File: src/rtl/rtc_irq_pkg.sv
package rtc_irq_pkg;
   localparam int NSRC    = 3;
   localparam int SRC_PER = 0;
   localparam int SRC_ALM = 1;
   localparam int SRC_UPD = 2;

   typedef enum logic {
      ADDR_CTRL = 1'b0,
      ADDR_STAT = 1'b1
   } reg_addr_e;
endpackage

File: src/rtl/rtc_tick_div.sv
module rtc_tick_div #(
   parameter int SEL_W = 4
) (
   input  logic             clk,
   input  logic             rst_n,
   input  logic             base_tick,
   input  logic [SEL_W-1:0] rate_sel,
   output logic             tick
);
   localparam int CNT_W = (1 << SEL_W) - 2;

   logic [CNT_W-1:0] cnt_q;
   logic [CNT_W-1:0] mask;

   // mask has the low (rate_sel-1) bits set
   always_comb begin
      mask = '0;
      for (int i = 0; i < CNT_W; i++) begin
         mask[i] = (32'(rate_sel) > (i + 1));
      end
   end

   assign tick = base_tick && (rate_sel != '0) && ((cnt_q & mask) == mask);

   always_ff @(posedge clk or negedge rst_n) begin
      if (!rst_n)         cnt_q <= '0;
      else if (base_tick) cnt_q <= cnt_q + 1'b1;
   end
endmodule

File: src/rtl/rtc_flag_bank.sv
module rtc_flag_bank #(
   parameter int N = 3
) (
   input  logic         clk,
   input  logic         rst_n,
   input  logic [N-1:0] evt,
   input  logic [N-1:0] en_cur,
   input  logic [N-1:0] en_nxt,
   input  logic         clr,
   output logic [N-1:0] flags,
   output logic         summary,
   output logic         fire
);
   logic [N-1:0] nxt;
   logic [N-1:0] hit;
   logic         sum_q;

   for (genvar i = 0; i < N; i++) begin : g_src
      logic f_q;
      assign nxt[i] = (f_q & ~clr) | evt[i];
      // a new event on an enabled source, or a pending flag whose enable just rose
      assign hit[i] = en_nxt[i] & (evt[i] | (nxt[i] & ~en_cur[i]));
      always_ff @(posedge clk or negedge rst_n) begin
         if (!rst_n) f_q <= 1'b0;
         else        f_q <= nxt[i];
      end
      assign flags[i] = f_q;
   end

   always_ff @(posedge clk or negedge rst_n) begin
      if (!rst_n) sum_q <= 1'b0;
      else        sum_q <= (sum_q & ~clr) | (|(nxt & en_nxt));
   end

   assign summary = sum_q;
   assign fire    = |hit;
endmodule

File: src/rtl/rtc_line_shaper.sv
module rtc_line_shaper (
   input  logic clk,
   input  logic rst_n,
   input  logic noack,
   input  logic summary,
   input  logic fire,
   output logic irq
);
   logic fire_q;

   always_ff @(posedge clk or negedge rst_n) begin
      if (!rst_n) fire_q <= 1'b0;
      else        fire_q <= fire;
   end

   assign irq = summary & ~(noack & fire_q);
endmodule

File: src/rtl/rtc_irq_ctrl.sv
module rtc_irq_ctrl
   import rtc_irq_pkg::*;
#(
   parameter int DW    = 8,
   parameter int SEL_W = 4
) (
   input  logic          clk,
   input  logic          rst_n,
   input  logic          mode_noack,
   input  logic          base_tick,
   input  logic          alarm_evt,
   input  logic          update_evt,
   input  logic          bus_sel,
   input  logic          bus_we,
   input  logic          bus_addr,
   input  logic [DW-1:0] bus_wdata,
   output logic [DW-1:0] bus_rdata,
   output logic          irq
);
   localparam int RATE_LSB = DW - SEL_W;

   if (SEL_W < 2 || SEL_W > 5) begin : g_bad_sel
      $error("rtc_irq_ctrl: SEL_W must lie in 2..5");
   end
   if (DW < NSRC + SEL_W + 1) begin : g_bad_dw
      $error("rtc_irq_ctrl: DW too narrow for enables, spare bit and rate code");
   end

   logic [NSRC-1:0]  en_q, en_nxt;
   logic [SEL_W-1:0] rate_q;
   logic             wr_ctrl, rd_stat;
   logic             per_tick, fire;
   logic [NSRC-1:0]  evt;
   logic [NSRC-1:0]  st_flags;
   logic             st_sum;

   assign wr_ctrl = bus_sel &  bus_we & (bus_addr == ADDR_CTRL);
   assign rd_stat = bus_sel & ~bus_we & (bus_addr == ADDR_STAT);
   assign en_nxt  = wr_ctrl ? bus_wdata[NSRC-1:0] : en_q;

   always_ff @(posedge clk or negedge rst_n) begin
      if (!rst_n) begin
         en_q   <= '0;
         rate_q <= '0;
      end else if (wr_ctrl) begin
         en_q   <= bus_wdata[NSRC-1:0];
         rate_q <= bus_wdata[DW-1 -: SEL_W];
      end
   end

   rtc_tick_div #(.SEL_W(SEL_W)) u_div (
      .clk       (clk),
      .rst_n     (rst_n),
      .base_tick (base_tick),
      .rate_sel  (rate_q),
      .tick      (per_tick)
   );

   always_comb begin
      evt          = '0;
      evt[SRC_PER] = per_tick;
      evt[SRC_ALM] = alarm_evt;
      evt[SRC_UPD] = update_evt;
   end

   rtc_flag_bank #(.N(NSRC)) u_flags (
      .clk     (clk),
      .rst_n   (rst_n),
      .evt     (evt),
      .en_cur  (en_q),
      .en_nxt  (en_nxt),
      .clr     (rd_stat),
      .flags   (st_flags),
      .summary (st_sum),
      .fire    (fire)
   );

   rtc_line_shaper u_line (
      .clk     (clk),
      .rst_n   (rst_n),
      .noack   (mode_noack),
      .summary (st_sum),
      .fire    (fire),
      .irq     (irq)
   );

   always_comb begin
      bus_rdata = '0;
      if (bus_addr == ADDR_STAT) begin
         bus_rdata[NSRC-1:0] = st_flags;
         bus_rdata[DW-1]     = st_sum;
      end else begin
         bus_rdata[NSRC-1:0]       = en_q;
         bus_rdata[DW-1 -: SEL_W]  = rate_q;
      end
   end

   if (RATE_LSB <= NSRC) begin : g_rate_chk
      $error("rtc_irq_ctrl: rate field overlaps enable bits");
   end
endmodule

File: config.mk
export PLATFORM = sky130hd
export DESIGN_NAME = rtc_irq_ctrl
export DESIGN_NICKNAME = d
export VERILOG_FILES = /design/src/rtl/rtc_irq_pkg.sv /design/src/rtl/rtc_tick_div.sv /design/src/rtl/rtc_flag_bank.sv /design/src/rtl/rtc_line_shaper.sv /design/src/rtl/rtc_irq_ctrl.sv
export SDC_FILE = /design/constraint.sdc
export NUM_CORES = 1
export LEC_CHECK = 0
export BUFFER_PORTS_ARGS = -buffer_cell sky130_fd_sc_hd__buf_2
export CAP_MARGIN = 10
export CORE_MARGIN = 10
export CORE_UTILIZATION = 25
export DETAILED_ROUTE_END_ITERATION = 8
export PLACE_DENSITY_LB_ADDON = 0.2
export SLEW_MARGIN = 20
export SYNTH_ARGS = -nofsm -noshare
export SYNTH_HDL_FRONTEND = slang
export SYNTH_SLANG_ARGS = --single-unit
export TNS_END_PERCENT = 50
File: constraint.sdc
create_clock -name clk -period 1.6 [get_ports clk]
set_clock_uncertainty 0.15 [all_clocks]
set_input_delay 0.08 -clock clk [delete_from_list [all_inputs] [get_ports clk]]
set_output_delay 0.08 -clock clk [all_outputs]
set_load 0.02 [all_outputs]
# Yosys cells after proc, flatten, opt, wreduce, memory -nomap -nowiden

Index checks and enable logic that the tools add are counted.

$add $sub $neg: 1
Order comparisons: 14
Eq/ne operators: 1
Muxes and demuxes: 4
Bitwise operators: 32
Reductions and logical operators: 5

Operators by type and width:

| operator                                           | number |
|---|---|
| > comparator 4 bit, second input constant          | 7 |
| AND 1 bit                                          | 16 |
| > comparator 4 x 3 -> 1 bit, second input constant | 4 |
| adder 14 x 1 -> 14 bit, second input constant      | 1 |
| AND 14 bit                                         | 1 |
| equality test 14 bit                               | 1 |
| two-way mux 3 bit                                  | 3 |
| > comparator 4 x 2 -> 1 bit, second input constant | 2 |
| inverter 1 bit                                     | 7 |
| bitwise OR 1 bit                                   | 7 |
| OR reduction 3 bit                                 | 2 |
| > comparator 4 x 1 -> 1 bit, second input constant | 1 |
| nonzero test 4 bit                                 | 1 |
| AND 3 bit                                          | 1 |
| logical AND 1 bit                                  | 2 |
| two-way mux 1 bit                                  | 1 |

Register bits after elaboration: 26
Input bits: 17
Logic and storage cells: 65

# Logic depth before layout (Yosys ltp)

Gate-level depths: netlist (run 1).

Depth after elaboration: 10
Gate-level depth with buffers: 6
Depth with buffers taken out: 5

# Modules after synthesis

Synthesis (run 1) repeated with hierarchy kept, for this count alone.

Cell total of the unflattened synthesis: 126
Area, all modules: 1,378.8 sq um

By module, submodules not included:

| module          | instances | cells an instance | area each (sq um) | sequential area each (sq um) |
|---|---|---|---|---|
| rtc_tick_div    | 1         | 75                | 738.2             | 350.3 |
| rtc_irq_ctrl    | 1         | 26                | 377.9             | 175.2 |
| rtc_flag_bank   | 1         | 23                | 226.5             | 100.1 |
| rtc_line_shaper | 1         | 2                 | 36.3              | 25.0 |

# Least setup slack after synthesis (run 1)

OpenSTA, ideal clock, no wires.

Kind: register to register
From: register rate_q[2]
To: register u_flags.sum_q, in the netlist u_flags.summary
Data arrival time: 1.347 ns
Required time: 1.373 ns
Path slack: 0.026 ns
Stages on the path, launching flop included: 7
Path buffers: 1
Period minus slack after synthesis: 1.574 ns
Cells stage by stage: dfrtp_1 -> buf_2 -> nor2_1 -> a21oi_1 -> a2111oi_2 -> a32oi_1 -> o21ai_1

Word-level cells in the longest chain between the ends: 8
Elaborated cells on any way between the ends: 23

RTL lines:

| what                                                | line                | RTL |
|---|---|---|
| from (decl)                                         | rtc_irq_ctrl.sv:30  | `logic [SEL_W-1:0] rate_q;` |
| from (signal assigned)                              | rtc_irq_ctrl.sv:47  | `rate_q <= bus_wdata[DW-1 -: SEL_W];` |
| > comparator 4 x 1 -> 1 bit (tied with other cells) | rtc_tick_div.sv:19  | `mask[i] = (32'(rate_sel) > (i + 1));` |
| AND 14 bit                                          | rtc_tick_div.sv:23  | `assign tick = base_tick && (rate_sel != '0) && ((cnt_q & mask) == mask);` |
| equality test 14 bit                                | rtc_tick_div.sv:23  |  |
| logical AND 1 bit *                                 | rtc_tick_div.sv:23  |  |
| bitwise OR 1 bit *                                  | rtc_flag_bank.sv:20 | `assign nxt[i] = (f_q & ~clr) \| evt[i];` |
| AND 3 bit *                                         | rtc_flag_bank.sv:32 | `else sum_q <= (sum_q & ~clr) \| (\|(nxt & en_nxt));` |
| OR reduction 3 bit *                                | rtc_flag_bank.sv:32 |  |
| bitwise OR 1 bit *                                  | rtc_flag_bank.sv:32 |  |
| to (signal assigned)                                | rtc_flag_bank.sv:32 |  |
| to (decl)                                           | rtc_flag_bank.sv:16 | `logic sum_q;` |

Mark *: on every way between the ends. The rest lies on a longest branch, timed or not.
A chain may end at the register's enable or synchronous reset.

# Worst setup path in the final report (run 1)

Same ends and word-level chain as after synthesis.

==> results of run 1 <==
-- synthesized netlist by cell type, types with 2 or more instances --
cell | count | share of area
dfrtp_1 | 26 | 0.48
xnor2_1 | 11 | 0.071
mux2_2 | 8 | 0.067
nand3_1 | 8 | 0.030
nand2_1 | 7 | 0.019
inv_1 | 5 | 0.014
and3_1 | 4 | 0.018
o21ai_0 | 4 | 0.015
a21oi_1 | 3 | 0.011
and2b_2 | 3 | 0.019
nand2b_1 | 3 | 0.014
nor2_1 | 3 | 0.0083
and2_1 | 2 | 0.0092
buf_2 | 2 | 0.0074
mux2i_1 | 2 | 0.015
nor3_1 | 2 | 0.0074
o21ai_1 | 2 | 0.0074
o221ai_1 | 2 | 0.013
xor2_1 | 2 | 0.013
-- sequential cells by signal, summed over array words and instances, names as in the netlist --
name	flops
u_div.cnt_q	14
en_q	3
rate_q	4
u_line.fire_q	1
u_flags.summary	1
u_flags.g_src.f_q	3
-- timing repair --
action	4_1_cts	5_1_grt
endpoints found under the setup margin	3	6
buffers inserted	0	1
resized for setup	13	11
hold buffers	12	0
endpoints found under the hold margin	36	0
pin swaps	6	7
-- final cells by class --
type	count	area (um2)
inverters	5	18.8
fillers	516	3280
flip-flops and latches	26	656
clock buffers	3	41.3
multi-input cells	86	728
repair buffers	50	358
well taps	70	87.6
-- report_power, final --
group          leakage, nW  internal, W  total, W  switching (W)
Clock               0.0216     0.000168  0.000352       0.000184
Combinational        0.504     0.000440  0.000823       0.000383
Sequential           0.315     0.000801  0.000968       0.000167
-- routing by layer --
metal | GRT usage | vias to the layer above | part of all wire
li1 | - | 524 | -
met1 | 0.0896 | 519 | 0.43
met2 | 0.124 | 20 | 0.49
met3 | 0.0160 | 7 | 0.051
met4 | 0.0418 | 0 | 0.028
met5 | 0 | - | 0
-- worst register-to-register path, cell delays in order (launching register included) --
cell,delay [ps]
dfrtp_2,500
buf_6,150
a21bo_1,180
o221ai_2,100
o21ai_2,180
a32oi_2,130
o21ai_1,150
-- kinds of logic (layout without fill, tap and decap cells) --
group | count (synthesis) | after routing
xor+xnor | 13 | 13
simple gates | 38 | 38
other cells | 1 | 1
fa+ha+maj | 1 | 1
compound gates | 22 | 22
buf+inv | 10 | 58
mux | 11 | 11
flops | 26 | 26
-- worst max-delay path by stage --
| stage | startpoint | end | slack [ps] | cells after the start |
|---|---|---|---|---|
| 4_1_cts | rate_q[0]$_DFFE_PN0P_ | u_flags.summary$_DFF_PN0_ | 2 | 5 |
| 3_3_place_gp | rate_q[2]$_DFFE_PN0P_ | u_flags.summary$_DFF_PN0_ | -70 | 5 |
| 5_1_grt | rate_q[0]$_DFFE_PN0P_ | u_line.fire_q$_DFF_PN0_ | -90 | 6 |
| 2_1_floorplan | rate_q[2]$_DFFE_PN0P_ | u_flags.summary$_DFF_PN0_ | 30 | 6 |
| 6_report | rate_q[2]$_DFFE_PN0P_ | u_flags.summary$_DFF_PN0_ | -5 | 6 |
| 3_5_place_dp | rate_q[0]$_DFFE_PN0P_ | u_flags.summary$_DFF_PN0_ | -80 | 5 |
-- metrics by stage --
step           hold slack (ps)  instances  power, W  area [um2]
6_report                  37.2        240   0.00214        1890
5_1_grt                   40.6        240   0.00231        1890
4_1_cts                   32.3        239   0.00211        1830
3_5_place_dp             -33.9        224   0.00166        1630
3_3_place_gp             -42.6        224   0.00165        1630
2_1_floorplan             -366        122   0.00137        1350
-- cell usage in the layout (no fill, tap or decap), types with 4 or more instances in the layout --
cell           synthesis  routed
buf_2                  2      22
buf_4                  1      14
dfrtp_1               26      22
dfrtp_2                0       4
dlygate4sd3_1          0      12
inv_1                  5       5
mux2_2                 8       8
nand2_1                7       6
nand3_1                8       8
xnor2_1               11      11
==> results.json, run 1 <==
{
  "outcome": "complete, but fails checks",
  "violations": "setup timing",
  "muxShareOfSynthArea": 0.0925,
  "hold_start": "bus_wdata[0]",
  "firstDrtPassIters": 4,
  "setup-violations-final": 1,
  "port_buffers": 23,
  "syn_area_per_cell_um2": 11.1,
  "ys_seq_area_frac": 0.481,
  "drv_slew": 0,
  "grt.overflow.total": 0,
  "maxCapViolCount": 0,
  "dieArea_um2": 8750,
  "cts_buffer_depth": 2,
  "avgViaCountPerCell": 4.46,
  "setup_ws_ps": -5.45,
  "drive_above_1_share": 0.435,
  "first_global_vias": 1168,
  "rows": 26,
  "peakVddDrop_mv": 0.280,
  "crit_chain": "buf_6 -> a21bo_1 -> o221ai_2 -> o21ai_2 -> a32oi_2 -> o21ai_1",
  "core_um2": 5170,
  "ys.flop_type": "dfrtp_1",
  "tns_ps": -5.45,
  "antenna_found_initial": 0,
  "hold_path_class": "in2reg",
  "yosysWarnings": 0,
  "wl_per_cell_um": 13.4,
  "drc": 0,
  "yosys.area_share.simple": 0.168,
  "first_iter_violations": 28,
  "place_congestion": 0.835,
  "synth_compound_area_frac": 0.124,
  "ff2ff_setup_slack_ps": -5,
  "endpoint_kind": "register",
  "clk_latency_ps": 260,
  "critical_path_arrival_ps": 1650,
  "r2r-end": "u_flags.summary$_DFF_PN0_",
  "period_share": 1.00,
  "wl_um": 3220,
  "max_stage_delay_ps": 500,
  "power.leakage_nw": 0.841,
  "vias": 1070,
  "initial_core_util": 0.261,
  "grt_max_degree": 27,
  "ys_ff_latch": 26,
  "tightest_slew_ps": 584,
  "fmax_ghz": 0.623,
  "cp_num_buf_inv": 1,
  "antenna_left": 0,
  "cts_tree": "done",
  "clk_pin_slew_ps": 80,
  "grt_pass1_wl_um": 5440,
  "synthAdderAreaFrac": 0.00925,
  "htreeDepth": 1,
  "netlist_instances": 122,
  "cp_data_required_time_ps": 1640,
  "cts-root-buf": "clkbuf_8",
  "hpwl_um": 2430,
  "numCtsBuffers": 3,
  "synth_top_family_by_area": "simple AND/OR/NAND/NOR gates",
  "finalHoldViolations": 0,
  "relSlewSlack": 0.611,
  "critPathMaxFanout": 7,
  "synth_area_um2": 1350,
  "die_width_um": 93.6,
  "crit_type": "reg2reg",
  "async_flop_share": 1.00,
  "powerDensity_nw_per_um2": 1130,
  "min_path_cells": 4,
  "cts_sinks": 26,
  "synth-xor-area-share": 0.0842,
  "synth_edf_count": 0,
  "die_y_um": 93.6,
  "n_antenna_cell": 0,
  "cp_top_family": "compound AO/OA/AOI/OAI gates",
  "reg2reg_depth": 6,
  "start_kind": "register",
  "fin_crit_ps": 1610,
  "area.growth.synth_to_final_pct": 39.7,
  "synth_fp_nets": 140,
  "io_pins": 26,
  "nNetsFinal": 190,
  "min_to": "en_q[0]$_DFF_PN0_",
  "postLayoutCoreUtil": 0.365,
  "synthDistinctLibCells": 42,
  "track_usage": 0.0755,
  "cp_slowest_cell": "dfrtp_2",
  "grt_setup_unrepaired": "yes",
  "r2r_start": "rate_q[2]$_DFFE_PN0P_",
  "place_ws_ps": -76.0
}
Note: power is estimated with default switching activity, not from simulation.
==> run 2: changes to the inputs <==
Settings changed: CORE_UTILIZATION 25 to 33.
==> run 2 against run 1 <==
Sequential power down 1%. Clock power rose by 20%. Worst hold slack got worse by 18 ps. Die area fell by 19%. Non-clock buffer count grew 4. The flow still finishes with violations (setup timing).
==> results.json, run 2 (synthesized netlist as in run 1, its figures left out) <==
{
  "outcome": "complete, but fails checks",
  "violations": "setup timing",
  "endpoint_kind": "register",
  "period_share": 1.02,
  "initial_core_util": 0.341,
  "hold_path_class": "in2reg",
  "cts_buffer_depth": 2,
  "grt_pass1_wl_um": 5420,
  "clk_pin_slew_ps": 90,
  "area.growth.synth_to_final_pct": 40.6,
  "drv_slew": 0,
  "critical_path_arrival_ps": 1630,
  "mostFrequentLayoutCells": "buf_2 (23), dfrtp_1 (22), buf_4 (17), dlygate4sd3_1 (13), xnor2_1 (10)",
  "maxCapViolCount": 0,
  "wl_per_cell_um": 14.4,
  "drive_above_1_share": 0.446,
  "start_kind": "register",
  "top_register": "u_div.cnt_q",
  "fmax_ghz": 0.615,
  "drc": 0,
  "io_pins": 26,
  "die_y_um": 84.0,
  "tightest_slew_ps": 585,
  "r2r_start": "rate_q[1]$_DFFE_PN0P_",
  "clk_latency_ps": 260,
  "critPathMaxFanout": 6,
  "layout.cells.most_common": "buf_2",
  "min_to": "en_q[0]$_DFF_PN0_",
  "port_buffers": 23,
  "fin_crit_ps": 1630,
  "firstDrtPassIters": 4,
  "core_um2": 3970,
  "antenna_left": 0,
  "n_fill_cell": 392,
  "place_ws_ps": -69.2,
  "die_width_um": 84.0,
  "vias": 1104,
  "reg2reg_depth": 6,
  "relSlewSlack": 0.610,
  "place_congestion": 0.760,
  "top_regs": "u_div.cnt_q (14), rate_q (4)",
  "htreeDepth": 1,
  "hold_start": "bus_wdata[0]",
  "nNetsFinal": 194,
  "setup_ws_ps": -26.8,
  "min_path_cells": 4,
  "grt_max_degree": 27,
  "dp.cells": 202,
  "power.leakage_nw": 0.876,
  "cts_tree": "done",
  "wl_um": 3230,
  "first_iter_violations": 65,
  "peakVddDrop_mv": 0.424,
  "setup-violations-final": 1,
  "antenna_found_initial": 0,
  "first_global_vias": 1136,
  "grt_setup_unrepaired": "yes",
  "numCtsBuffers": 3,
  "cts-root-buf": "clkbuf_8",
  "grt.overflow.total": 0,
  "rows": 23,
  "track_usage": 0.0916,
  "finalNonFillerCells": 225,
  "cp_data_required_time_ps": 1600,
  "r2r-end": "u_flags.summary$_DFF_PN0_",
  "hpwl_um": 2380,
  "finalHoldViolations": 0,
  "n_antenna_cell": 0,
  "avgViaCountPerCell": 4.91,
  "dieArea_um2": 7060,
  "powerDensity_nw_per_um2": 1190,
  "crit_type": "reg2reg",
  "ff2ff_setup_slack_ps": -30,
  "p_total_w": 0.00226,
  "largest_reg_flops": 14,
  "cts_sinks": 26
}
==> run 2: worst max-delay path, stage by stage, from the launching register on <==
cell	delay (ps)
dfrtp_2	470
nand2_4	80
buf_4	140
o32ai_2	220
a221oi_2	110
a32oi_1	240
o21ai_1	100
==> run 2: report_power, final <==
| part | internal [W] | switching, W | leakage, nW | total (W) |
|---|---|---|---|---|
| combinational | 0.000474 | 0.000410 | 0.532 | 0.000884 |
| clock | 0.000220 | 0.000203 | 0.0288 | 0.000423 |
| sequential | 0.000801 | 0.000155 | 0.315 | 0.000956 |
==> run 2: routing by layer <==
metal,wire [um],GRT usage
met4,36,0.0365
met5,0,0
met1,1430,0.107
met3,73,0.0186
met2,1690,0.158
==> run 2: layout make-up <==
cell class | count | area, um2 | share of cell area
Multi-Input combinational cell | 86 | 726 | 0.382
Sequential cell | 26 | 656 | 0.345
Timing Repair Buffer | 54 | 384 | 0.202
Tap cell | 50 | 62.6 | 0.0329
Clock buffer | 4 | 55.1 | 0.0289
Inverter | 5 | 18.8 | 0.00987
==> run 2: timing repair <==
action,CTS,global route
setup buffers,2,4
resized for setup,9,14
endpoints found under the hold margin,36,0
pin swaps,5,8
setup endpoints to repair,3,8
hold buffers,13,0
==> run 2: per-stage QoR <==
step | utilization | hold WS [ps] | TNS [ps] | area (um2)
2_1_floorplan | - | -366 | 0 | 1350
5_1_grt | 0.479 | 26.6 | -207 | 1900
3_5_place_dp | 0.400 | -32.2 | -93.4 | 1590
4_1_cts | 0.456 | 18.4 | 0 | 1810
6_report | 0.479 | 19.2 | -26.8 | 1900
3_3_place_gp | 0.400 | -41.5 | -21.4 | 1590
==> run 2: worst max path at each step <==
stage                          start                   endpoint  cells after the start
2_1_floorplan  rate_q[2]$_DFFE_PN0P_  u_flags.summary$_DFF_PN0_                      6
3_3_place_gp   rate_q[2]$_DFFE_PN0P_  u_flags.summary$_DFF_PN0_                      5
3_5_place_dp   rate_q[2]$_DFFE_PN0P_  u_flags.summary$_DFF_PN0_                      5
4_1_cts        rate_q[0]$_DFFE_PN0P_  u_flags.summary$_DFF_PN0_                      5
5_1_grt        rate_q[1]$_DFFE_PN0P_  u_flags.summary$_DFF_PN0_                      6
6_report       rate_q[1]$_DFFE_PN0P_  u_flags.summary$_DFF_PN0_                      6
